**src/rtl/i2cmt_pkg.sv**
```systemverilog
package i2cmt_pkg;
  localparam int BYTE_W = 8;
  localparam int CS_W   = 3;
  localparam logic [3:0] SEL_TYPE = 4'b1010;

  typedef enum logic [2:0] {
    ST_IDLE,
    ST_SEL,
    ST_AHI,
    ST_ALO,
    ST_WDAT,
    ST_RDAT,
    ST_WAIT
  } eng_st_e;
endpackage

```
**src/rtl/i2cmt_bus_cond.sv**
```systemverilog
module i2cmt_bus_cond (
  input  logic clk,
  input  logic rst_n,
  input  logic scl_i,
  input  logic sda_i,
  output logic scl_q,
  output logic scl_rise,
  output logic scl_fall,
  output logic start_det,
  output logic stop_det
);
  logic sda_q;

  always_ff @(posedge clk or negedge rst_n) begin
    if (!rst_n) begin
      scl_q <= 1'b1;
      sda_q <= 1'b1;
    end else begin
      scl_q <= scl_i;
      sda_q <= sda_i;
    end
  end

  assign scl_rise  = scl_i & ~scl_q;
  assign scl_fall  = ~scl_i & scl_q;
  assign start_det = scl_i & scl_q & sda_q & ~sda_i;
  assign stop_det  = scl_i & scl_q & ~sda_q & sda_i;
endmodule

```
**src/rtl/i2cmt_byte_shift.sv**
```systemverilog
module i2cmt_byte_shift #(
  parameter int BW = 8
) (
  input  logic          clk,
  input  logic          rst_n,
  input  logic          sda_i,
  input  logic          rise,
  input  logic          fall,
  input  logic          ack_ph,
  input  logic          clr,
  input  logic          load,
  input  logic [BW-1:0] load_val,
  output logic [BW-1:0] rx_byte,
  output logic          tx_msb,
  output logic          full
);
  localparam int CW = $clog2(BW + 1);
  localparam logic [CW-1:0] CNT_FULL = CW'(BW);

  logic [CW-1:0] cnt_q, cnt_n;
  logic [BW-1:0] rx_q, rx_n, tx_q, tx_n;

  always_comb begin
    cnt_n = cnt_q;
    rx_n  = rx_q;
    tx_n  = tx_q;
    if (clr) begin
      cnt_n = '0;
    end else if (rise && !ack_ph && cnt_q != CNT_FULL) begin
      rx_n  = {rx_q[BW-2:0], sda_i};
      cnt_n = cnt_q + 1'b1;
    end
    if (load) begin
      tx_n = load_val;
    end else if (fall && !ack_ph && cnt_q != '0 && cnt_q != CNT_FULL) begin
      tx_n = {tx_q[BW-2:0], 1'b1};
    end
  end

  always_ff @(posedge clk or negedge rst_n) begin
    if (!rst_n) begin
      cnt_q <= '0;
      rx_q  <= '0;
      tx_q  <= '1;
    end else begin
      cnt_q <= cnt_n;
      rx_q  <= rx_n;
      tx_q  <= tx_n;
    end
  end

  assign rx_byte = rx_q;
  assign tx_msb  = tx_q[BW-1];
  assign full    = (cnt_q == CNT_FULL);

  a_r4_cnt_bound: assert property (@(posedge clk) disable iff (!rst_n)
    cnt_q <= CNT_FULL);
endmodule

```
**src/rtl/i2cmt_addr_ptr.sv**
```systemverilog
module i2cmt_addr_ptr #(
  parameter int AW = 15,
  parameter int PW = 6,
  parameter int BW = 8
) (
  input  logic          clk,
  input  logic          rst_n,
  input  logic [BW-1:0] byte_in,
  input  logic          ld_hi,
  input  logic          ld_lo,
  input  logic          step_page,
  input  logic          step_lin,
  output logic [AW-1:0] ptr
);
  localparam int HW = AW - BW;

  logic [HW-1:0] hi_q, hi_n;
  logic [AW-1:0] ptr_q, ptr_n;

  always_comb begin
    hi_n  = hi_q;
    ptr_n = ptr_q;
    if (ld_hi) begin
      hi_n = byte_in[HW-1:0];
    end
    if (ld_lo) begin
      ptr_n = {hi_q, byte_in};
    end else if (step_page) begin
      ptr_n = {ptr_q[AW-1:PW], ptr_q[PW-1:0] + 1'b1};
    end else if (step_lin) begin
      ptr_n = ptr_q + 1'b1;
    end
  end

  always_ff @(posedge clk or negedge rst_n) begin
    if (!rst_n) begin
      hi_q  <= '0;
      ptr_q <= '0;
    end else begin
      hi_q  <= hi_n;
      ptr_q <= ptr_n;
    end
  end

  assign ptr = ptr_q;

  a_r3_page_hold: assert property (@(posedge clk) disable iff (!rst_n)
    (step_page && !ld_lo) |=> ptr_q[AW-1:PW] == $past(ptr_q[AW-1:PW]));

  a_r8_lin_step: assert property (@(posedge clk) disable iff (!rst_n)
    (step_lin && !ld_lo && !step_page) |=> ptr_q == $past(ptr_q) + 1'b1);
endmodule

```
**src/rtl/i2c_mem_target.sv**
```systemverilog
module i2c_mem_target
  import i2cmt_pkg::*;
#(
  parameter int ADDR_W = 15,
  parameter int PAGE_W = 6
) (
  input  logic                  clk,
  input  logic                  rst_n,
  input  logic                  scl_i,
  input  logic                  sda_i,
  output logic                  sda_oe_o,
  input  logic [CS_W-1:0]       cs_strap_i,
  input  logic                  wp_i,
  input  logic                  busy_i,
  output logic [ADDR_W-1:0]     mem_addr_o,
  output logic                  mem_rd_o,
  input  logic [BYTE_W-1:0]     mem_rdata_i,
  output logic                  mem_wr_o,
  output logic [BYTE_W-1:0]     mem_wdata_o,
  output logic                  commit_o
);
  logic scl_q, scl_rise, scl_fall, start_det, stop_det;
  logic [BYTE_W-1:0] rx_byte;
  logic tx_msb, byte_full;
  logic [ADDR_W-1:0] ptr;

  eng_st_e st_q, st_n;
  logic ackph_q, ackph_n;
  logic drv_q, drv_n;
  logic mack_q, mack_n;
  logic wp_q, wp_n;
  logic hd_q, hd_n;
  logic rd_q, rd_n, wr_q, wr_n, cm_q, cm_n;
  logic rd_vld_q;
  logic [BYTE_W-1:0] rdbuf_q;
  logic [ADDR_W-1:0] maddr_q, maddr_n;
  logic [BYTE_W-1:0] wdat_q, wdat_n;
  logic sh_clr, sh_load, p_hi, p_lo, p_page, p_lin;
  logic sel_match, byte_end, ack_end;

  i2cmt_bus_cond u_cond (
    .clk(clk), .rst_n(rst_n), .scl_i(scl_i), .sda_i(sda_i),
    .scl_q(scl_q), .scl_rise(scl_rise), .scl_fall(scl_fall),
    .start_det(start_det), .stop_det(stop_det)
  );

  i2cmt_byte_shift #(.BW(BYTE_W)) u_shift (
    .clk(clk), .rst_n(rst_n), .sda_i(sda_i), .rise(scl_rise), .fall(scl_fall),
    .ack_ph(ackph_q), .clr(sh_clr), .load(sh_load), .load_val(rdbuf_q),
    .rx_byte(rx_byte), .tx_msb(tx_msb), .full(byte_full)
  );

  i2cmt_addr_ptr #(.AW(ADDR_W), .PW(PAGE_W), .BW(BYTE_W)) u_ptr (
    .clk(clk), .rst_n(rst_n), .byte_in(rx_byte), .ld_hi(p_hi), .ld_lo(p_lo),
    .step_page(p_page), .step_lin(p_lin), .ptr(ptr)
  );

  assign sel_match = (rx_byte[7:4] == SEL_TYPE) && (rx_byte[3:1] == cs_strap_i);
  assign byte_end  = scl_fall && !ackph_q && byte_full;
  assign ack_end   = scl_fall && ackph_q;

  always_comb begin
    st_n    = st_q;
    ackph_n = ackph_q;
    drv_n   = drv_q;
    mack_n  = mack_q;
    wp_n    = wp_q;
    hd_n    = hd_q;
    rd_n    = 1'b0;
    wr_n    = 1'b0;
    cm_n    = 1'b0;
    maddr_n = maddr_q;
    wdat_n  = wdat_q;
    sh_clr  = 1'b0;
    sh_load = 1'b0;
    p_hi    = 1'b0;
    p_lo    = 1'b0;
    p_page  = 1'b0;
    p_lin   = 1'b0;
    if (start_det) begin
      st_n    = ST_SEL;
      ackph_n = 1'b0;
      drv_n   = 1'b0;
      hd_n    = 1'b0;
      sh_clr  = 1'b1;
    end else if (stop_det) begin
      st_n    = ST_IDLE;
      ackph_n = 1'b0;
      drv_n   = 1'b0;
      cm_n    = hd_q;
      hd_n    = 1'b0;
      sh_clr  = 1'b1;
    end else begin
      unique case (st_q)
        ST_SEL, ST_AHI, ST_ALO, ST_WDAT: begin
          if (byte_end) begin
            drv_n   = 1'b1;
            ackph_n = 1'b1;
            unique case (st_q)
              ST_SEL: begin
                if (!sel_match || busy_i) begin
                  st_n    = ST_WAIT;
                  drv_n   = 1'b0;
                  ackph_n = 1'b0;
                end else if (rx_byte[0]) begin
                  rd_n    = 1'b1;
                  maddr_n = ptr;
                end
              end
              ST_AHI: p_hi = 1'b1;
              ST_ALO: p_lo = 1'b1;
              default: begin
                if (wp_q) begin
                  st_n    = ST_WAIT;
                  drv_n   = 1'b0;
                  ackph_n = 1'b0;
                end else begin
                  wr_n    = 1'b1;
                  maddr_n = ptr;
                  wdat_n  = rx_byte;
                  p_page  = 1'b1;
                  hd_n    = 1'b1;
                end
              end
            endcase
          end else if (ack_end) begin
            drv_n   = 1'b0;
            ackph_n = 1'b0;
            sh_clr  = 1'b1;
            unique case (st_q)
              ST_SEL: begin
                st_n    = rx_byte[0] ? ST_RDAT : ST_AHI;
                sh_load = rx_byte[0];
              end
              ST_AHI: st_n = ST_ALO;
              ST_ALO: begin
                st_n = ST_WDAT;
                wp_n = wp_i;
              end
              default: ;
            endcase
          end
        end
        ST_RDAT: begin
          if (byte_end) begin
            ackph_n = 1'b1;
            p_lin   = 1'b1;
            rd_n    = 1'b1;
            maddr_n = ptr + 1'b1;
          end else if (ackph_q && scl_rise) begin
            mack_n = ~sda_i;
          end else if (ack_end) begin
            ackph_n = 1'b0;
            sh_clr  = 1'b1;
            if (mack_q) begin
              sh_load = 1'b1;
            end else begin
              st_n = ST_WAIT;
            end
          end
        end
        default: ;
      endcase
    end
  end

  always_ff @(posedge clk or negedge rst_n) begin
    if (!rst_n) begin
      st_q     <= ST_IDLE;
      ackph_q  <= 1'b0;
      drv_q    <= 1'b0;
      mack_q   <= 1'b0;
      wp_q     <= 1'b0;
      hd_q     <= 1'b0;
      rd_q     <= 1'b0;
      wr_q     <= 1'b0;
      cm_q     <= 1'b0;
      maddr_q  <= '0;
      wdat_q   <= '0;
      rd_vld_q <= 1'b0;
      rdbuf_q  <= '1;
    end else begin
      st_q     <= st_n;
      ackph_q  <= ackph_n;
      drv_q    <= drv_n;
      mack_q   <= mack_n;
      wp_q     <= wp_n;
      hd_q     <= hd_n;
      rd_q     <= rd_n;
      wr_q     <= wr_n;
      cm_q     <= cm_n;
      maddr_q  <= maddr_n;
      wdat_q   <= wdat_n;
      rd_vld_q <= rd_q;
      if (rd_vld_q) begin
        rdbuf_q <= mem_rdata_i;
      end
    end
  end

  assign sda_oe_o    = drv_q | ((st_q == ST_RDAT) & ~ackph_q & ~tx_msb);
  assign mem_addr_o  = maddr_q;
  assign mem_rd_o    = rd_q;
  assign mem_wr_o    = wr_q;
  assign mem_wdata_o = wdat_q;
  assign commit_o    = cm_q;

  a_r5_busy_refuse: assert property (@(posedge clk) disable iff (!rst_n)
    (st_q == ST_SEL && byte_end && busy_i) |=> !sda_oe_o);

  a_r4_start_release: assert property (@(posedge clk) disable iff (!rst_n)
    start_det |=> !sda_oe_o);

  a_r11_strobe_excl: assert property (@(posedge clk) disable iff (!rst_n)
    $onehot0({commit_o, mem_wr_o, mem_rd_o}));

  a_r12_oe_scl_low: assert property (@(posedge clk) disable iff (!rst_n)
    (scl_i && scl_q) |-> $stable(sda_oe_o));
endmodule

```
**config.mk**
```make
export PLATFORM = sky130hd
export DESIGN_NAME = i2c_mem_target
export DESIGN_NICKNAME = d
export VERILOG_FILES = /design/src/rtl/i2cmt_pkg.sv /design/src/rtl/i2cmt_bus_cond.sv /design/src/rtl/i2cmt_byte_shift.sv /design/src/rtl/i2cmt_addr_ptr.sv /design/src/rtl/i2c_mem_target.sv
export SDC_FILE = /design/constraint.sdc
export NUM_CORES = 1
export LEC_CHECK = 0
export BUFFER_PORTS_ARGS = -buffer_cell sky130_fd_sc_hd__buf_2
export CAP_MARGIN = 20
export CORE_ASPECT_RATIO = 1.4
export CORE_MARGIN = 4
export CORE_UTILIZATION = 53
export CTS_BUF_LIST = sky130_fd_sc_hd__clkbuf_8 sky130_fd_sc_hd__clkbuf_16
export CTS_CLUSTER_SIZE = 40
export DETAILED_ROUTE_END_ITERATION = 6
export HOLD_SLACK_MARGIN = 0.02
export PLACE_DENSITY = 0.8
export SLEW_MARGIN = 5
export SYNTH_ARGS = -nofsm -noshare
export SYNTH_HDL_FRONTEND = slang
export SYNTH_SLANG_ARGS = --single-unit
```
**constraint.sdc**
```tcl
create_clock -name clk -period 1.9 [get_ports clk]
set_input_delay 0.475 -clock clk [delete_from_list [all_inputs] [get_ports clk]]
set_output_delay 0.475 -clock clk [all_outputs]
set_load 0.02 [all_outputs]
```
## Word level (Yosys, flattened, before mapping)

Cells that the tools add are included.

- Flip-flop bits (word level): 87
- Input bits: 17
- Word-level logic and storage cells: 203

- Add/subtract/negate cells: 3
- Equality and inequality tests: 28
- Mux-type cells: 94
- Bitwise logic cells: 22
- Reductions and logical operators: 35

Operators with widths:

| kind | count |
|---|---|
| $mux 15 | 8 |
| $mux 1 | 61 |
| $pmux 15 s2 | 2 |
| $mux 3 | 11 |
| $ne 4x4->1 const B | 5 |
| $mux 8 | 2 |
| $add 15x1->15 const B | 1 |
| $ne 5x5->1 const B | 3 |
| $ne 6x6->1 const B | 2 |
| $not 1->1 | 12 |
| $pmux 3 s2 | 2 |
| $reduce_and 6->1 | 2 |
| $reduce_bool 4->1 | 3 |
| $pmux 1 s2 | 5 |
| $reduce_and 10->1 | 1 |
| $and 1x1->1 | 9 |
| $logic_and 1x1->1 | 9 |
| $ne 3x3->1 const B | 3 |
| $pmux 3 s3 | 1 |
| $reduce_and 9->1 | 1 |
| $reduce_bool 3->1 | 3 |
| $eq 4x4->1 const B | 2 |
| $mux 4 | 2 |
| $reduce_and 2->1 | 4 |
| 20 further kinds | 28 |

## Longest topological paths before layout

- Depth after elaboration: 11
- Mapped depth: 8
- Depth with buffers taken out: 7

## Modules after synthesis

A second synthesis with hierarchy kept.

- Cells, all modules: 433
- Area, all modules: 4626.9 um^2

Modules (own cells, without submodules):

| module | instances | cells each | area each (um^2) | sequential area each (um^2) |
|---|---|---|---|---|
| i2c_mem_target | 1 | 225 | 2372.3 | 1086.0 |
| i2cmt_addr_ptr | 1 | 106 | 1148.6 | 550.5 |
| i2cmt_byte_shift | 1 | 96 | 1021.0 | 510.5 |
| i2cmt_bus_cond | 1 | 6 | 85.1 | 52.6 |

## Least setup slack after synthesis

Ideal clock, no wire load.

- Path type: flip-flop to flip-flop
- From: register u_shift.cnt_q[0]
- To: register maddr_q[10], in the netlist mem_addr_o[10]
- Library setup time: 125 ps
- Data arrival time: 1948 ps
- Data required time: 1775 ps
- Slack: -173 ps
- Cell stages (with the launch flop): 9
- Path buffers: 2
- Clock period less this slack: 2073 ps
- Cells stage by stage: dfrtp_1 inv_1 ha_1 and3b_1 nand2_1 a2111o_1 buf_6 buf_12 mux2_4

- Cells in the longest elaborated chain, start to end: 4
- Elaborated cells between the ends (all ways): 5
- Those cells by class: 3 x eq/ne; 2 x reduce/logical

RTL lines:

| item | RTL line | text |
|---|---|---|
| from (decl) | i2cmt_byte_shift.sv:20 | `logic [CW-1:0] cnt_q, cnt_n;` |
| from (signal assigned) | i2cmt_byte_shift.sv:46 | `cnt_q <= cnt_n;` |
| $eq 4x4->1 (*) | i2cmt_byte_shift.sv:54 | `assign full = (cnt_q == CNT_FULL);` |
| $logic_and 1x1->1 (*) | i2c_mem_target.sv:59 | `assign byte_end = scl_fall && !ackph_q && byte_full;` |
| $ne 2x2->1 (no source line) | - |  |
| $reduce_and 9->1 (no source line) (*) | - |  |
| to (signal assigned) | i2c_mem_target.sv:192 | `maddr_q <= maddr_n;` |
| to (decl) | i2c_mem_target.sv:36 | `logic [ADDR_W-1:0] maddr_q, maddr_n;` |

Every way passes the cells marked *; elsewhere a longest branch is shown, timed or not.
A chain may end at the register's enable or synchronous reset.

## Worst setup path in the final report

- From: register st_q[1]
- To: register u_ptr.ptr_q[6], in the netlist u_ptr.ptr[6]

- Cells in the longest elaborated chain, start to end: 9
- Elaborated cells between the ends (all ways): 24
- Those cells by class: 6 x eq/ne; 14 x mux; 4 x reduce/logical

RTL lines:

| item | RTL line | text |
|---|---|---|
| from (decl) | i2c_mem_target.sv:27 | `eng_st_e st_q, st_n;` |
| from (signal assigned) | i2c_mem_target.sv:183 | `st_q <= st_n;` |
| $eq 3x1->1 / $eq 3x2->1 (equally long branches) | i2c_mem_target.sv:94, i2c_mem_target.sv:99 |  |
| $reduce_or 3->1 (no source line) | - |  |
| $mux 1 | i2c_mem_target.sv:99 | `unique case (st_q)` |
| $mux 1 | i2c_mem_target.sv:96 | `if (byte_end) begin` |
| $mux 1 | i2c_mem_target.sv:94 | `unique case (st_q)` |
| $mux 1 | i2c_mem_target.sv:86 | `end else if (stop_det) begin` |
| $mux 1 | i2c_mem_target.sv:80 | `if (start_det) begin` |
| $ne 2x1->1 (no source line) | - |  |
| $reduce_and 2->1 (no source line) | - |  |
| to (signal assigned) | i2cmt_addr_ptr.sv:41 | `ptr_q <= ptr_n;` |
| to (decl) | i2cmt_addr_ptr.sv:18 | `logic [AW-1:0] ptr_q, ptr_n;` |

Several ways; a longest one is shown, not always the timed one.

==> flow_metrics.tcl <==
set metrics [dict create \
    status "finished, violations left" \
    violations "negative setup slack" \
    finalSetupViolCount 21 \
    nNetsFinal 578 \
    ys.flop_type "dfrtp_1" \
    num_rows 39 \
    grt_pass1_wl_um 19000 \
    clk_latency_ns 0.35 \
    timing.rr.end "u_ptr.ptr[6]" \
    regToRegSetupSlack_ns -0.1 \
    path_clk_slew_ns 0.06 \
    drc 0 \
    start_util_pct 54.5 \
    cts_tree "built" \
    cts_hold_buf 0 \
    startpoint "st_q[1]" \
    end_kind "flop" \
    fill_cells 552 \
    synth_fa_ha_area_share_pct 0.841 \
    synth_xor_area_share_pct 3.92 \
    die_w_um 85.6 \
    cts_buffer_depth 2 \
    fin_util_pct 70.9 \
    cts_made_buffers 9 \
    cp.required_ns 2.12 \
    clock-sinks 87 \
    core_mm2 0.00820 \
    yosysTopAreaCell "dfrtp_1" \
    grt_overflow 0 \
    drv_cap 0 \
    grt_pass1_vias 4022 \
    htreeDepth 3 \
    power_leakage_nw 2.80 \
    drtPass1Iterations 5 \
    cp_cell_sequence "buf_12, or4b_4, a211oi_2, buf_4, nor4_1, a21oi_1, o21ai_1" \
    fin_area_mm2 0.00581 \
    n_antenna_cell 0 \
    area_delta_synth_final_pct 30.1 \
    syn_avg_cell_area_um2 10.1 \
    crit-reg2reg-launch "st_q[1]" \
    wl_per_cell_um 17.6 \
    routed_wl_um 11700 \
    syn_area_mm2 0.00447 \
    final.setup.tns_ns -0.542 \
    postSynthCellCount 441 \
    drive_gt1_share_pct 41.0 \
    period_needed_ns 2.00 \
    async_reset_ff_share_pct 100 \
    postSynthNetCount 461 \
    synth_simple_gate_area_share_pct 20.3 \
    period_share_pct 105 \
    critical_path_arrival_ns 2.22 \
    hpwl_um 8000 \
    worst-r2r-cell-count 7 \
    port_buffers 43 \
    finalPower_w 0.00658 \
    synth_top_family_by_area "simple AND/OR/NAND/NOR gates" \
    vias 3932 \
    cp_max_fo 9 \
    grt_usage_pct 24.3 \
    crit_path_start_kind "flop" \
    antenna_found_initial 0 \
    ys_ff_latch 87 \
    ir_drop_uv 698 \
    slew_viol_final 0 \
    synth.top_cells.by_area "dfrtp_1, dfstp_2, mux2_2" \
    power_density_mw_per_mm2 1130 \
    synth_edf_count 0 \
    skew_ns 0.00601 \
    cp-endpoint "u_ptr.ptr[6]" \
    gp_congestion 0.926 \
    rsz0062_at_grt "yes" \
    final_common_cell "buf_4" \
    grt_max_degree 42 \
    slew_headroom_pct 70.9 \
    tightest_slew_ns 0.433 \
    detail-route-antenna-nets 0 \
    cp_slowest_stage_delay_ns 0.55 \
    place_area_mm2 0.00536 \
    synth_mux_area_share_pct 10.8 \
    worst_slack_ns -0.0982 \
    drt_iter0_drc 499 \
    yosysWarnings 0 \
    path_class "reg -> reg" \
    die-area_mm2 0.00998 \
    crit_slowest_cell "or4b_4" \
    layout_common_cells "buf_4, nand2_1, dfrtp_1" \
    hold_path_class "in -> async" \
    synth_top_area_share_pct 38.7 \
    cts_root_buf "clkbuf_16" \
    viasPerCell 5.91 \
    hold_viol 0 \
    ys_seq_area_share_pct 49.3 \
    yosysUniqueCellTypes 60 \
    die_h_um 117 \
    synth_compound_gate_area_share_pct 11.6 \
    fmax_mhz 500 \
    ios 44 \
]
sequential cells by signal (all words and copies together) (netlist names), 3 cells and up:
register         flops
mem_addr_o          15
mem_wdata_o          8
rdbuf_q              8
st_q                 3
u_ptr.hi_q           7
u_ptr.ptr           15
u_shift.cnt_q        4
u_shift.rx_byte      8
u_shift.tx_q         8
area by class of cell:
type | count | area [um^2] | share of cell area [%]
clock buffers | 10 | 250 | 4.31
multi-input cells | 323 | 2230 | 38.4
flip-flops and latches | 87 | 2200 | 37.9
clock inverters | 6 | 36.3 | 0.625
repair buffers | 127 | 925 | 15.9
well taps | 102 | 128 | 2.20
inverters | 10 | 37.5 | 0.646
Yosys cell counts (all sizes together), types with 8 or more instances:
master	number
dfrtp	69
nand3	11
a22oi	9
a21oi	18
buf	8
o21ai	30
nor2	28
dfstp	18
nand2	74
xnor2	16
nor3	13
mux2	37
clkbuf	13
inv	10
worst min-delay path by stage:
| stage | slack (ns) | end | startpoint |
|---|---|---|---|
| floorplan | 0.18 | ackph_q | rst_n |
| global placement | 0.36 | rd_vld_q | mem_rd_o |
| detailed placement | 0.36 | rd_vld_q | mem_rd_o |
| CTS | 0.07 | u_shift.cnt_q[1] | rst_n |
| global route | 0.10 | u_shift.cnt_q[3] | rst_n |
| finish | 0.06 | u_shift.cnt_q[1] | rst_n |
stage by stage:
step	setup WS, ns	cells	hold WS, ns
after floorplan	-0.0721	441	0.179
after global placement	-0.161	641	0.363
after detailed placement	-0.212	641	0.360
after CTS	-0.0575	664	0.0745
after global routing	-0.169	665	0.103
final	-0.0982	665	0.0644
timing repair:
| action | in CTS | in global routing |
|---|---|---|
| resized for setup | 13 | 19 |
| buffers inserted | 7 | 1 |
| pin swaps | 3 | 4 |
| endpoints found under the setup margin | 38 | 39 |
routing by layer:
layer  GRT usage (%)  up-vias  wire length [um]
li1                -     1787                 -
met1            27.9     1926              4460
met2            42.4      168              6080
met3            4.38       51               651
met4            14.1        0               504
met5               0        -                 0
worst max-delay path, delay by kind of cell, from the launching register on:
family | cells | cell delay (ns)
AND/OR/NAND/NOR | 2 | 0.61
AO/OA/AOI/OAI | 3 | 0.47
buffers and inverters | 2 | 0.34
flip-flops | 1 | 0.45
where the power goes:
part	total, W	switching, W	internal [W]
combinational	0.00243	0.00127	0.00116
sequential	0.00246	0.000242	0.00221
clock	0.00169	0.000737	0.000958
total	0.00658	0.00225	0.00433
logic make-up after synthesis:
| group | count (synthesis) |
|---|---|
| multiplexers | 40 |
| flip-flops | 87 |
| AND/OR/NAND/NOR | 178 |
| XOR/XNOR | 20 |
| adder cells (fa/ha/maj) | 3 |
| buffers and inverters | 31 |
| AO/OA/AOI/OAI | 82 |
Note: power is estimated with default switching activity, not from simulation.
